**config.mk**
```make
export PLATFORM = sky130hd
export DESIGN_NAME = overdrive_ctl
export DESIGN_NICKNAME = d
export VERILOG_FILES = /design/src/rtl/overdrive_ctl_pkg.sv /design/src/rtl/overdrive_ack_stub.sv /design/src/rtl/overdrive_ctl_fsm.sv /design/src/rtl/overdrive_ctl_dp.sv /design/src/rtl/overdrive_ctl.sv
export SDC_FILE = /design/constraint.sdc
export NUM_CORES = 1
export LEC_CHECK = 0
export ABC_AREA = 1
export ABC_CLOCK_PERIOD_IN_PS = 2870
export CAP_MARGIN = 20
export CORE_AREA = 2 2 39 41
export CTS_CLUSTER_DIAMETER = 60
export DETAILED_ROUTE_END_ITERATION = 10
export DIE_AREA = 0 0 41 43
export DONT_BUFFER_PORTS = 1
export GPL_ROUTABILITY_DRIVEN = 0
export MAX_ROUTING_LAYER = met4
export PLACE_DENSITY = 0.71
export SYNTH_ARGS = -nofsm -noshare
export SYNTH_HDL_FRONTEND = slang
export SYNTH_SLANG_ARGS = --single-unit
export TNS_END_PERCENT = 100
```
**constraint.sdc**
```tcl
create_clock -name clk -period 2.87 [get_ports clk]
set_clock_uncertainty 0.1 [all_clocks]
set_input_delay 0.574 -clock clk [delete_from_list [all_inputs] [get_ports clk]]
set_output_delay 0.574 -clock clk [all_outputs]
set_load 0.02 [all_outputs]
```
**src/rtl/overdrive_ctl_pkg.sv**
```systemverilog
package overdrive_ctl_pkg;
  typedef enum logic [1:0] {
    ST_IDLE      = 2'd0,
    ST_PREPPED   = 2'd1,
    ST_SWITCHING = 2'd2,
    ST_BOOSTED   = 2'd3
  } odState_e;

  // strobes from control to datapath
  typedef struct packed {
    logic boostSet;
    logic boostClr;
  } odStrobe_t;
endpackage

```
**src/rtl/overdrive_ack_stub.sv**
```systemverilog
// Delay-based regulator acknowledge model: ack rises DELAY edges after req
// rises, and drops on the edge after req drops.
module overdrive_ack_stub #(
  parameter int DELAY = 8
) (
  input  logic clk,
  input  logic rst_n,
  input  logic req,
  output logic ack
);
  localparam int CntW = (DELAY < 2) ? 1 : $clog2(DELAY);
  localparam logic [CntW-1:0] LastCnt = CntW'(DELAY - 1);

  logic [CntW-1:0] cnt;

  always_ff @(posedge clk) begin
    if (!rst_n || !req) begin
      cnt <= '0;
      ack <= 1'b0;
    end else if (!ack) begin
      if (cnt == LastCnt) ack <= 1'b1;
      else                cnt <= cnt + 1'b1;
    end
  end
endmodule

```
**src/rtl/overdrive_ctl_fsm.sv**
```systemverilog
module overdrive_ctl_fsm
  import overdrive_ctl_pkg::*;
(
  input  logic      clk,
  input  logic      rst_n,
  input  logic      stopEnter,
  input  logic      prepBit,
  input  logic      boostBit,
  input  logic      prepReady,
  input  logic      boostReady,
  input  logic      boostAck,
  input  logic      clkSrcPll,
  input  logic      periphClkEn,
  output odStrobe_t strobe,
  output logic      sysStall,
  output logic      switchLegal
);
  odState_e state, nextState;

  assign switchLegal = !clkSrcPll && !periphClkEn;
  assign sysStall    = (state == ST_SWITCHING);

  always_comb begin
    nextState = state;
    strobe    = '0;
    unique case (state)
      ST_IDLE: begin
        if (prepBit && prepReady) nextState = ST_PREPPED;
      end
      ST_PREPPED: begin
        if (!prepBit || !prepReady) begin
          nextState = ST_IDLE;
        end else if (boostBit && switchLegal) begin
          strobe.boostSet = 1'b1;
          nextState       = ST_SWITCHING;
        end
      end
      ST_SWITCHING, ST_BOOSTED: begin
        if (!prepBit || !boostBit) begin
          strobe.boostClr = 1'b1;
          nextState       = prepBit ? ST_PREPPED : ST_IDLE;
        end else if (state == ST_SWITCHING && boostAck) begin
          nextState = ST_BOOSTED;
        end
      end
      default: nextState = ST_IDLE;
    endcase
    if (stopEnter) begin
      strobe    = '{boostSet: 1'b0, boostClr: 1'b1};
      nextState = ST_IDLE;
    end
  end

  always_ff @(posedge clk) begin
    if (!rst_n) state <= ST_IDLE;
    else        state <= nextState;
  end

  // the stall only happens once preparation is complete
  p_stall_after_prep_r3: assert property (@(posedge clk) disable iff (!rst_n)
    sysStall |-> prepReady);

  // a switch only starts under legal conditions
  p_switch_legal_r5: assert property (@(posedge clk) disable iff (!rst_n)
    $rose(sysStall) |-> $past(switchLegal));

  // stall and boost-ready are mutually exclusive
  p_stall_excl_ready_r4: assert property (@(posedge clk) disable iff (!rst_n)
    sysStall |-> !boostReady);
endmodule

```
**src/rtl/overdrive_ctl_dp.sv**
```systemverilog
module overdrive_ctl_dp
  import overdrive_ctl_pkg::*;
(
  input  logic      clk,
  input  logic      rst_n,
  input  logic      wrEn,
  input  logic      wrPrep,
  input  logic      wrBoost,
  input  logic      stopEnter,
  input  odStrobe_t strobe,
  input  logic      prepAck,
  input  logic      boostAck,
  input  logic      sysStall,
  input  logic      periphClkEn,
  output logic      prepBit,
  output logic      boostBit,
  output logic      boostReq,
  output logic      prepReady,
  output logic      boostReady,
  output logic      violation
);
  always_ff @(posedge clk) begin
    if (!rst_n || stopEnter) begin
      prepBit    <= 1'b0;
      boostBit   <= 1'b0;
      boostReq   <= 1'b0;
      prepReady  <= 1'b0;
      boostReady <= 1'b0;
      violation  <= 1'b0;
    end else begin
      if (wrEn) begin
        prepBit  <= wrPrep;
        boostBit <= wrBoost;
      end
      if (strobe.boostSet)      boostReq <= 1'b1;
      else if (strobe.boostClr) boostReq <= 1'b0;
      prepReady  <= prepAck && prepBit;
      boostReady <= boostAck && boostReq;
      if (sysStall && periphClkEn) violation <= 1'b1;
    end
  end

  // stop wipes configuration and status
  p_stop_clears_r9: assert property (@(posedge clk) disable iff (!rst_n)
    stopEnter |=> (!prepBit && !boostBit && !prepReady && !boostReady && !violation));

  // peripheral clock during the switch is flagged
  p_periph_flag_r6: assert property (@(posedge clk) disable iff (!rst_n)
    (sysStall && periphClkEn && !stopEnter) |=> violation);

  // flag is sticky until stop
  p_violation_sticky_r6: assert property (@(posedge clk) disable iff (!rst_n)
    (violation && !stopEnter) |=> violation);

  // ready follows the regulator acknowledge
  p_ready_follows_ack_r2: assert property (@(posedge clk) disable iff (!rst_n)
    $rose(prepReady) |-> $past(prepAck));
endmodule

```
**src/rtl/overdrive_ctl.sv**
```systemverilog
module overdrive_ctl #(
  parameter int PREP_DELAY   = 8,
  parameter int SWITCH_DELAY = 12
) (
  input  logic clk,
  input  logic rst_n,
  input  logic wrEn,
  input  logic wrPrep,
  input  logic wrBoost,
  input  logic clkSrcPll,
  input  logic periphClkEn,
  input  logic stopEnter,
  output logic cfgPrep,
  output logic cfgBoost,
  output logic prepReady,
  output logic boostReady,
  output logic sysStall,
  output logic switchLegal,
  output logic periphViolation
);
  import overdrive_ctl_pkg::*;

  odStrobe_t strobe;
  logic boostReq, prepAck, boostAck;

  overdrive_ctl_fsm u_fsm (
    .clk(clk), .rst_n(rst_n), .stopEnter(stopEnter),
    .prepBit(cfgPrep), .boostBit(cfgBoost),
    .prepReady(prepReady), .boostReady(boostReady), .boostAck(boostAck),
    .clkSrcPll(clkSrcPll), .periphClkEn(periphClkEn),
    .strobe(strobe), .sysStall(sysStall), .switchLegal(switchLegal)
  );

  overdrive_ctl_dp u_dp (
    .clk(clk), .rst_n(rst_n), .wrEn(wrEn), .wrPrep(wrPrep), .wrBoost(wrBoost),
    .stopEnter(stopEnter), .strobe(strobe), .prepAck(prepAck), .boostAck(boostAck),
    .sysStall(sysStall), .periphClkEn(periphClkEn),
    .prepBit(cfgPrep), .boostBit(cfgBoost), .boostReq(boostReq),
    .prepReady(prepReady), .boostReady(boostReady), .violation(periphViolation)
  );

  overdrive_ack_stub #(.DELAY(PREP_DELAY)) u_prepStub (
    .clk(clk), .rst_n(rst_n), .req(cfgPrep), .ack(prepAck)
  );

  overdrive_ack_stub #(.DELAY(SWITCH_DELAY)) u_boostStub (
    .clk(clk), .rst_n(rst_n), .req(boostReq), .ack(boostAck)
  );
endmodule

```
# Yosys cells after proc, flatten, opt, wreduce, memory -nomap -nowiden
# Index checks and enable logic that the tools add are counted.
# totals
out_inout_bits	7
regBits	17
wordCells	71
input_bits	8
# op_classes
bitwise_logic	5
reduce_logical	26
add_sub_neg	2
muxes	19
eq_ne	8
# op_table
operator	count
$mux W1	12
$mux W2	6
$logic_and A1 B1 Y1	7
$logic_not A1 Y1	7
$ne A3 B1 Y1 const B	2
$pmux W2 S3	1
$logic_or A1 B1 Y1	5
$not A1 Y1	5
$add A4 B1 Y4 const B	1
$eq A2 B2 Y1 const B	2
$eq A4 B4 Y1 const B	1
$reduce_and A2 Y1	2
$reduce_or A2 Y1	2
$add A3 B1 Y3 const B	1
$eq A3 B3 Y1 const B	1
$reduce_and A3 Y1	1
$eq A2 B1 Y1 const B	1
$logic_not A2 Y1	1
$ne A2 B1 Y1 const B	1
$reduce_bool A2 Y1	1

# Depth between registers and ports, before layout
# Gate-level depths: netlist of run 1.
# logic_depth
depth_word	9
mapped_depth	8
depth_no_buf	8

# Cells and area by module
# From an unflattened synthesis of run 1, not the netlist that was laid out.
# unflattened
cells_unflattened	118
area_unflattened_um2	824.5
# modules_own_cells
module	cells_per_inst	n_inst	area_per_inst_um2
overdrive_ack_stub (u_boostStub)	35	1	245.2
overdrive_ctl_dp	25	1	222.7
overdrive_ack_stub (u_prepStub)	24	1	180.2
overdrive_ctl_fsm	34	1	176.4

# Worst setup path after synthesis of run 1
# OpenSTA, ideal clock, no wires.
# synth_timing
kind	input to output
start	in clkSrcPll
end	out switchLegal
path_buffers	0
path_stages	1
t_arrival_ps	925
required_time_ps	2196
path_slack_ps	1271
path_cell_list	nor2_1
# synth_between
elab_chain_cells	2
# synth_rtl
item	line_no	source
from (decl)	overdrive_ctl.sv:10	input logic clkSrcPll,
$logic_not A1 Y1	overdrive_ctl_fsm.sv:20	assign switchLegal = !clkSrcPll && !periphClkEn;
$logic_and A1 B1 Y1	overdrive_ctl_fsm.sv:20	
to (decl)	overdrive_ctl.sv:18	output logic switchLegal,
# No other way between the ends.

# Final worst setup path of run 1
# layout_timing
start	reg u_fsm.state[1]
end	out sysStall
# layout_between
elab_chain_cells	1
# layout_rtl
item	line_no	source
from (decl)	overdrive_ctl_fsm.sv:18	odState_e state, nextState;
from (signal assigned)	overdrive_ctl_fsm.sv:56	else state <= nextState;
$eq A2 B2 Y1	overdrive_ctl_fsm.sv:21	assign sysStall = (state == ST_SWITCHING);
to (decl)	overdrive_ctl.sv:17	output logic sysStall,
# No other way between the ends.

==> impl_metrics.py, run 1 <==
metrics = {
    "floorplanning": {
        "dieArea_um2": 1760,
        "die_x_um": 41,
        "fp.dieH_um": 43,
        "coreArea_um2": 1380,
        "initial_core_util_pct": 53.7,
        "num_rows": 14,
        "num_io_pins": 15,
    },
    "clocking": {
        "cts_tree": "done",
        "cts-buffers-inserted": 3,
        "postCtsSetupBuffers": 0,
        "cts_resized": 0,
        "worstSkewPairLatency_ps": 280,
        "cts_root_buffer": "clkbuf_4",
        "ctsHtreeMaxLevel": 1,
        "postCtsHoldBufs": 0,
        "cts_sinks": 17,
        "clk_pin_slew_worst_paths_ps": 90,
        "clock_path_buffers": 2,
    },
    "cells_and_area": {
        "nets": 120,
        "nFillCells": 139,
        "area_growth_pct": 6.23,
        "antenna-diode-count": 0,
        "top_regs": "u_boostStub.cnt x4, u_prepStub.cnt x3, u_fsm.state x2",
        "largest_reg_flops": 4,
        "top_register": "u_boostStub.cnt",
        "drive_above_1_share_pct": 8.33,
    },
    "detailed_routing": {
        "vias": 618,
        "first_pass_iters": 4,
        "dr_wl_met2_um": 600,
        "wl_per_cell_um": 9.84,
        "avgViaCountPerCell": 4.98,
        "met1_length_um": 546,
        "ant_nets": 0,
        "dr_wl_met3_um": 53,
        "finalWirelength_um": 1220,
        "highest_layer": "met4",
        "drc": 0,
        "drtIter0Drc": 12,
    },
    "min_path": {
        "hold_path.class": "in -> reg",
        "min_delay_path_depth": 1,
    },
    "synthesis": {
        "yosysWarningCount": 0,
        "syn-mean-instance-area_um2": 7.15,
        "synth.largest_area_cell": "dfxtp_1",
        "syn-num-nets": 115,
        "netlist_top_cells_area": "dfxtp_1 (46%), nand2_1 (13%), a21oi_1 (7.4%), inv_1 (7.1%), nor2_1 (7.1%)",
        "synthCells": 104,
        "ys_seq_area_share_pct": 45.8,
        "syn_area_um2": 743,
        "yosys.cell_types.count": 14,
        "yosysTopAreaCellShare_pct": 45.8,
        "ys_seq_elements": 17,
    },
    "grt": {
        "grt_max_degree": 10,
        "track_usage_pct": 18.0,
        "grt_overflow": 0,
        "antenna_found_initial": 0,
        "grt_pass1_vias": 556,
        "grt_pass1_wl_um": 2080,
    },
    "timing": {
        "hold_viol_final": 0,
        "slew_violations": 0,
        "min_period_ps": 1810,
        "setup_slack_ps": 1060,
        "rsz0062_at_grt": "false",
        "period_share_pct": 62.9,
        "relSlewSlack_pct": 67.1,
        "tightest_slew_ps": 492,
        "final.setup.tns_ps": 0,
        "max_freq_mhz": 554,
        "setup_violations": 0,
    },
    "worst_setup_path": {
        "arrival_ps": 1130,
        "cp_max_fo": 5,
        "worstSetupStartpointType": "flip-flop",
        "crit_type": "reg -> out",
        "ff2ff_setup_slack_ps": 1390,
        "rr_worst_depth": 6,
        "cp-end-kind": "primary output",
        "worstPathRequired_ps": 2200,
    },
    "place": {
        "port_buffers": 0,
        "hpwl_um": 976,
        "pre_cts_ws_ps": 1240,
    },
    "power_and_ir_drop": {
        "leakage_nw": 0.322,
        "vdd_drop_max_uv": 237,
        "powerDensity_nw_per_um2": 471,
    },
    "run_status": {
        "outcome": "complete, no violations",
    },
    "job": {
        "drv_cap": 0,
    },
}
-- synth_stat cells --
library cell	count
a21oi_1	11
dfxtp_1	17
ha_1	3
inv_1	14
inv_2	1
nand2_1	26
nand2_2	2
nand3_1	5
nor2_1	14
nor2_2	2
nor2_4	1
nor3_1	2
o21a_1	1
o21ai_0	5
-- power by group --
part	internal, W	switching, W
combinational	0.00000223	0.00000539
sequential	0.000237	0.00000284
clock	0.0000540	0.0000709
total	0.000293	0.0000791
-- final timing paths --
check,end,start
setup reg to reg,u_prepStub.cnt[2],u_prepStub.cnt[0]
setup / recovery,sysStall,u_fsm.state[1]
hold / removal,u_dp.boostReady,stopEnter
hold reg to reg,u_dp.prepReady,u_prepStub.ack
-- layout by cell type (no fill, tap or decap), drive strengths merged --
master  count
a21oi      11
nor2       17
ha          3
o21a        1
clkbuf      4
o21ai       5
nor3        2
nand2      28
dfxtp      17
nand3       5
inv        15
-- area by class of cell --
| type | instances | area (µm²) | area share (%) |
|---|---|---|---|
| flip-flops and latches | 17 | 340 | 43.1 |
| inverters | 15 | 56.3 | 7.13 |
| clock buffers | 4 | 26.3 | 3.33 |
| multi-input cells | 72 | 347 | 43.9 |
| well taps | 16 | 20.0 | 2.54 |
-- stage by stage --
stage                     instance area, µm²  hold slack [ps]  util, %  total power, W  instances
after detailed placement                 763              329     55.2        0.000253        120
after global placement                   763              325     55.2        0.000253        120
after CTS                                790              242     57.1        0.000380        124
after global routing                     790              240     57.1        0.000388        124
after floorplan                          743              317        -        0.000251        104
final                                    790              256     57.1        0.000372        124
-- worst max-delay path, stage by stage, from the launching register on --
cell     delay, ps
dfxtp_1        410
inv_1           90
nor2_1         360
-- logic make-up after synthesis --
family	after synthesis	share of synthesized area (%)
and+or+nand+nor	52	29.8
buffers and inverters	15	7.58
adders and majority gates	3	5.05
AOI/OAI and AO/OA	17	11.8
DFF	17	45.8
-- per-layer routing --
| layer | vias to the layer above | GRT usage (%) |
|---|---|---|
| met5 | - | - |
| met4 | 0 | 14.0 |
| met3 | 2 | 3.14 |
| met2 | 13 | 25.3 |
| met1 | 267 | 21.7 |
| li1 | 336 | - |
Power figures use the tool's default switching activity.
==> inputs of run 2 (changes only) <==
- ABC_CLOCK_PERIOD_IN_PS: 2870 -> 1520
- CORE_AREA: 2 2 39 41 -> 2 2 41 43
- DIE_AREA: 0 0 41 43 -> 0 0 43 45
- PLACE_DENSITY: 0.71 -> 0.68
- clock period: 2.87 -> 1.52 ns (I/O delays scaled with it)
==> run 2 against run 1 <==
Effect of this change: design area rose by 5.9%; critical path type unchanged; largest cell class unchanged; global-route usage fell by 1.9 points; sequential share of layout area is 2.4 points lower; sequential power up 87%; final cell count is 4.0% higher; flip-flop and latch count unchanged; combinational power increased to 3.1 times the previous value; core utilization is 0.25 points lower; non-clock buffer count increased by 5; worst hold slack got worse by 210 ps.
==> impl_metrics.py, run 2 (same netlist as run 1, synthesis figures left out) <==
metrics = {
    "run_status": {
        "outcome": "complete, no violations",
    },
    "timing": {
        "relSlewSlack_pct": 81.9,
        "tightest_slew_ps": 271,
        "rsz0062_at_grt": "false",
        "period_share_pct": 93.4,
        "final.setup.tns_ps": 0,
        "min_period_ps": 1420,
        "setup_slack_ps": 100,
        "max_freq_mhz": 704,
        "hold_viol_final": 0,
        "setup_violations": 0,
        "slew_violations": 0,
    },
    "clocking": {
        "worstSkewPairLatency_ps": 280,
        "cts_tree": "done",
        "cts_root_buffer": "clkbuf_4",
        "clock_path_buffers": 2,
        "postCtsSetupBuffers": 0,
        "ctsHtreeMaxLevel": 1,
        "cts_sinks": 17,
        "clk_pin_slew_worst_paths_ps": 100,
        "cts-buffers-inserted": 3,
    },
    "place": {
        "pre_cts_ws_ps": 88.8,
        "port_buffers": 0,
        "hpwl_um": 1010,
    },
    "grt": {
        "grt_pass1_vias": 586,
        "grt_overflow": 0,
        "grt_pass1_wl_um": 2210,
        "grt_max_degree": 11,
        "track_usage_pct": 16.1,
        "antenna_found_initial": 0,
    },
    "cells_and_area": {
        "largest_reg_flops": 4,
        "antenna-diode-count": 0,
        "mostFrequentLayoutCells": "nand2_1 (26), dfxtp_1 (17), inv_1 (14), nor2_1 (12), a21oi_1 (11)",
        "area_growth_pct": 12.5,
        "drive_above_1_share_pct": 14.2,
        "final_common_cell": "nand2_1",
        "top_regs": "u_boostStub.cnt x4, u_prepStub.cnt x3, u_fsm.state x2",
        "nets": 125,
        "nFillCells": 150,
        "multi_input_area_um2": 352,
        "layout.area.seq_um2": 340,
        "top_register": "u_boostStub.cnt",
    },
    "job": {
        "drv_cap": 0,
    },
    "min_path": {
        "hold_path.class": "in -> reg",
    },
    "floorplanning": {
        "initial_core_util_pct": 50.5,
        "die_x_um": 43,
        "num_io_pins": 15,
        "num_rows": 14,
        "fp.dieH_um": 45,
        "dieArea_um2": 1940,
        "coreArea_um2": 1470,
    },
    "detailed_routing": {
        "drtIter0Drc": 14,
        "avgViaCountPerCell": 4.98,
        "wl_per_cell_um": 9.97,
        "drc": 0,
        "ant_nets": 0,
        "finalWirelength_um": 1290,
        "vias": 642,
        "first_pass_iters": 5,
    },
    "worst_setup_path": {
        "cp-end-kind": "primary output",
        "critPathSlowestCell": "dfxtp_1",
        "cp_max_fo": 5,
        "crit_type": "reg -> out",
        "worstPathRequired_ps": 1120,
        "path_cells": "inv_1 -> nor2_2",
        "worstSetupStartpointType": "flip-flop",
        "crit_path_max_incr_delay_ps": 400,
        "arrival_ps": 1020,
    },
    "power_and_ir_drop": {
        "clock_power_share_pct": 32.8,
        "vdd_drop_max_uv": 473,
        "combPwrFrac_pct": 3.3,
        "power_w": 0.000705,
        "p_seq_share_pct": 63.9,
        "swShare_pct": 21.4,
        "powerDensity_nw_per_um2": 844,
        "p_int_w": 0.000554,
        "switchingPower_w": 0.000151,
        "leakage_nw": 0.351,
    },
}
-- run 2: cell types whose count changed in the layout (fill, tap and decap cells not counted), sizes merged --
| cell | delta |
|---|---|
| clkbuf | -1 |
| buf | +4 |
| clkinv | +1 |
| dlygate4sd3 | +1 |
-- run 2: worst paths after layout --
check	startpoint	to	slack, ps	cells past startpoint
setup / recovery	u_fsm.state[1]	sysStall	100	2
setup reg to reg	u_prepStub.cnt[0]	u_prepStub.cnt[0]	180	5
hold reg to reg	u_prepStub.ack	u_dp.prepReady	350	2
hold / removal	periphClkEn	u_dp.violation	50	2
-- run 2: cell type report --
cell class,count,share of cell area [%]
Tap cell,16,2.40
Inverter,15,6.74
Multi-Input combinational cell,72,42.1
Clock inverter,1,0.599
Sequential cell,17,40.7
Clock buffer,3,2.69
Timing Repair Buffer,5,4.79
-- run 2: stage by stage --
| stage | util [%] | area, µm² | hold slack (ps) | instances |
|---|---|---|---|---|
| 2_1_floorplan | - | 743 | 283 | 104 |
| 3_3_place_gp | 53.9 | 793 | 294 | 124 |
| 3_5_place_dp | 53.9 | 793 | 297 | 124 |
| 4_1_cts | 56.6 | 833 | 42.4 | 129 |
| 5_1_grt | 56.8 | 836 | 54.3 | 129 |
| 6_report | 56.8 | 836 | 49.6 | 129 |
-- run 2: power by group through the flow --
| stage | clock network [W] | logic (W) | registers (W) |
|---|---|---|---|
| 2_1_floorplan | 0 | 0.0000123 | 0.000462 |
| 3_3_place_gp | 0 | 0.0000211 | 0.000461 |
| 3_5_place_dp | 0 | 0.0000215 | 0.000461 |
| 4_1_cts | 0.000241 | 0.0000238 | 0.000450 |
| 5_1_grt | 0.000261 | 0.0000267 | 0.000451 |
| 6_report | 0.000231 | 0.0000234 | 0.000450 |
-- run 2: timing repair --
action | CTS | global route
endpoints found under the setup margin | 1 | 3
gates resized for setup | 1 | 1
hold endpoints to repair | 1 | 0
hold buffers | 1 | 0
-- run 2: layer usage --
metal,share of wire (%),GRT usage [%]
met5,0,-
met4,1.4,10.9
met3,4.1,2.40
met2,50,28.2
met1,44,16.8
-- run 2: worst max-delay path, delay by kind of cell (launching register included) --
| kind | cells | cell delay (ps) |
|---|---|---|
| flops | 1 | 400 |
| simple gates | 1 | 240 |
| buf+inv | 1 | 100 |
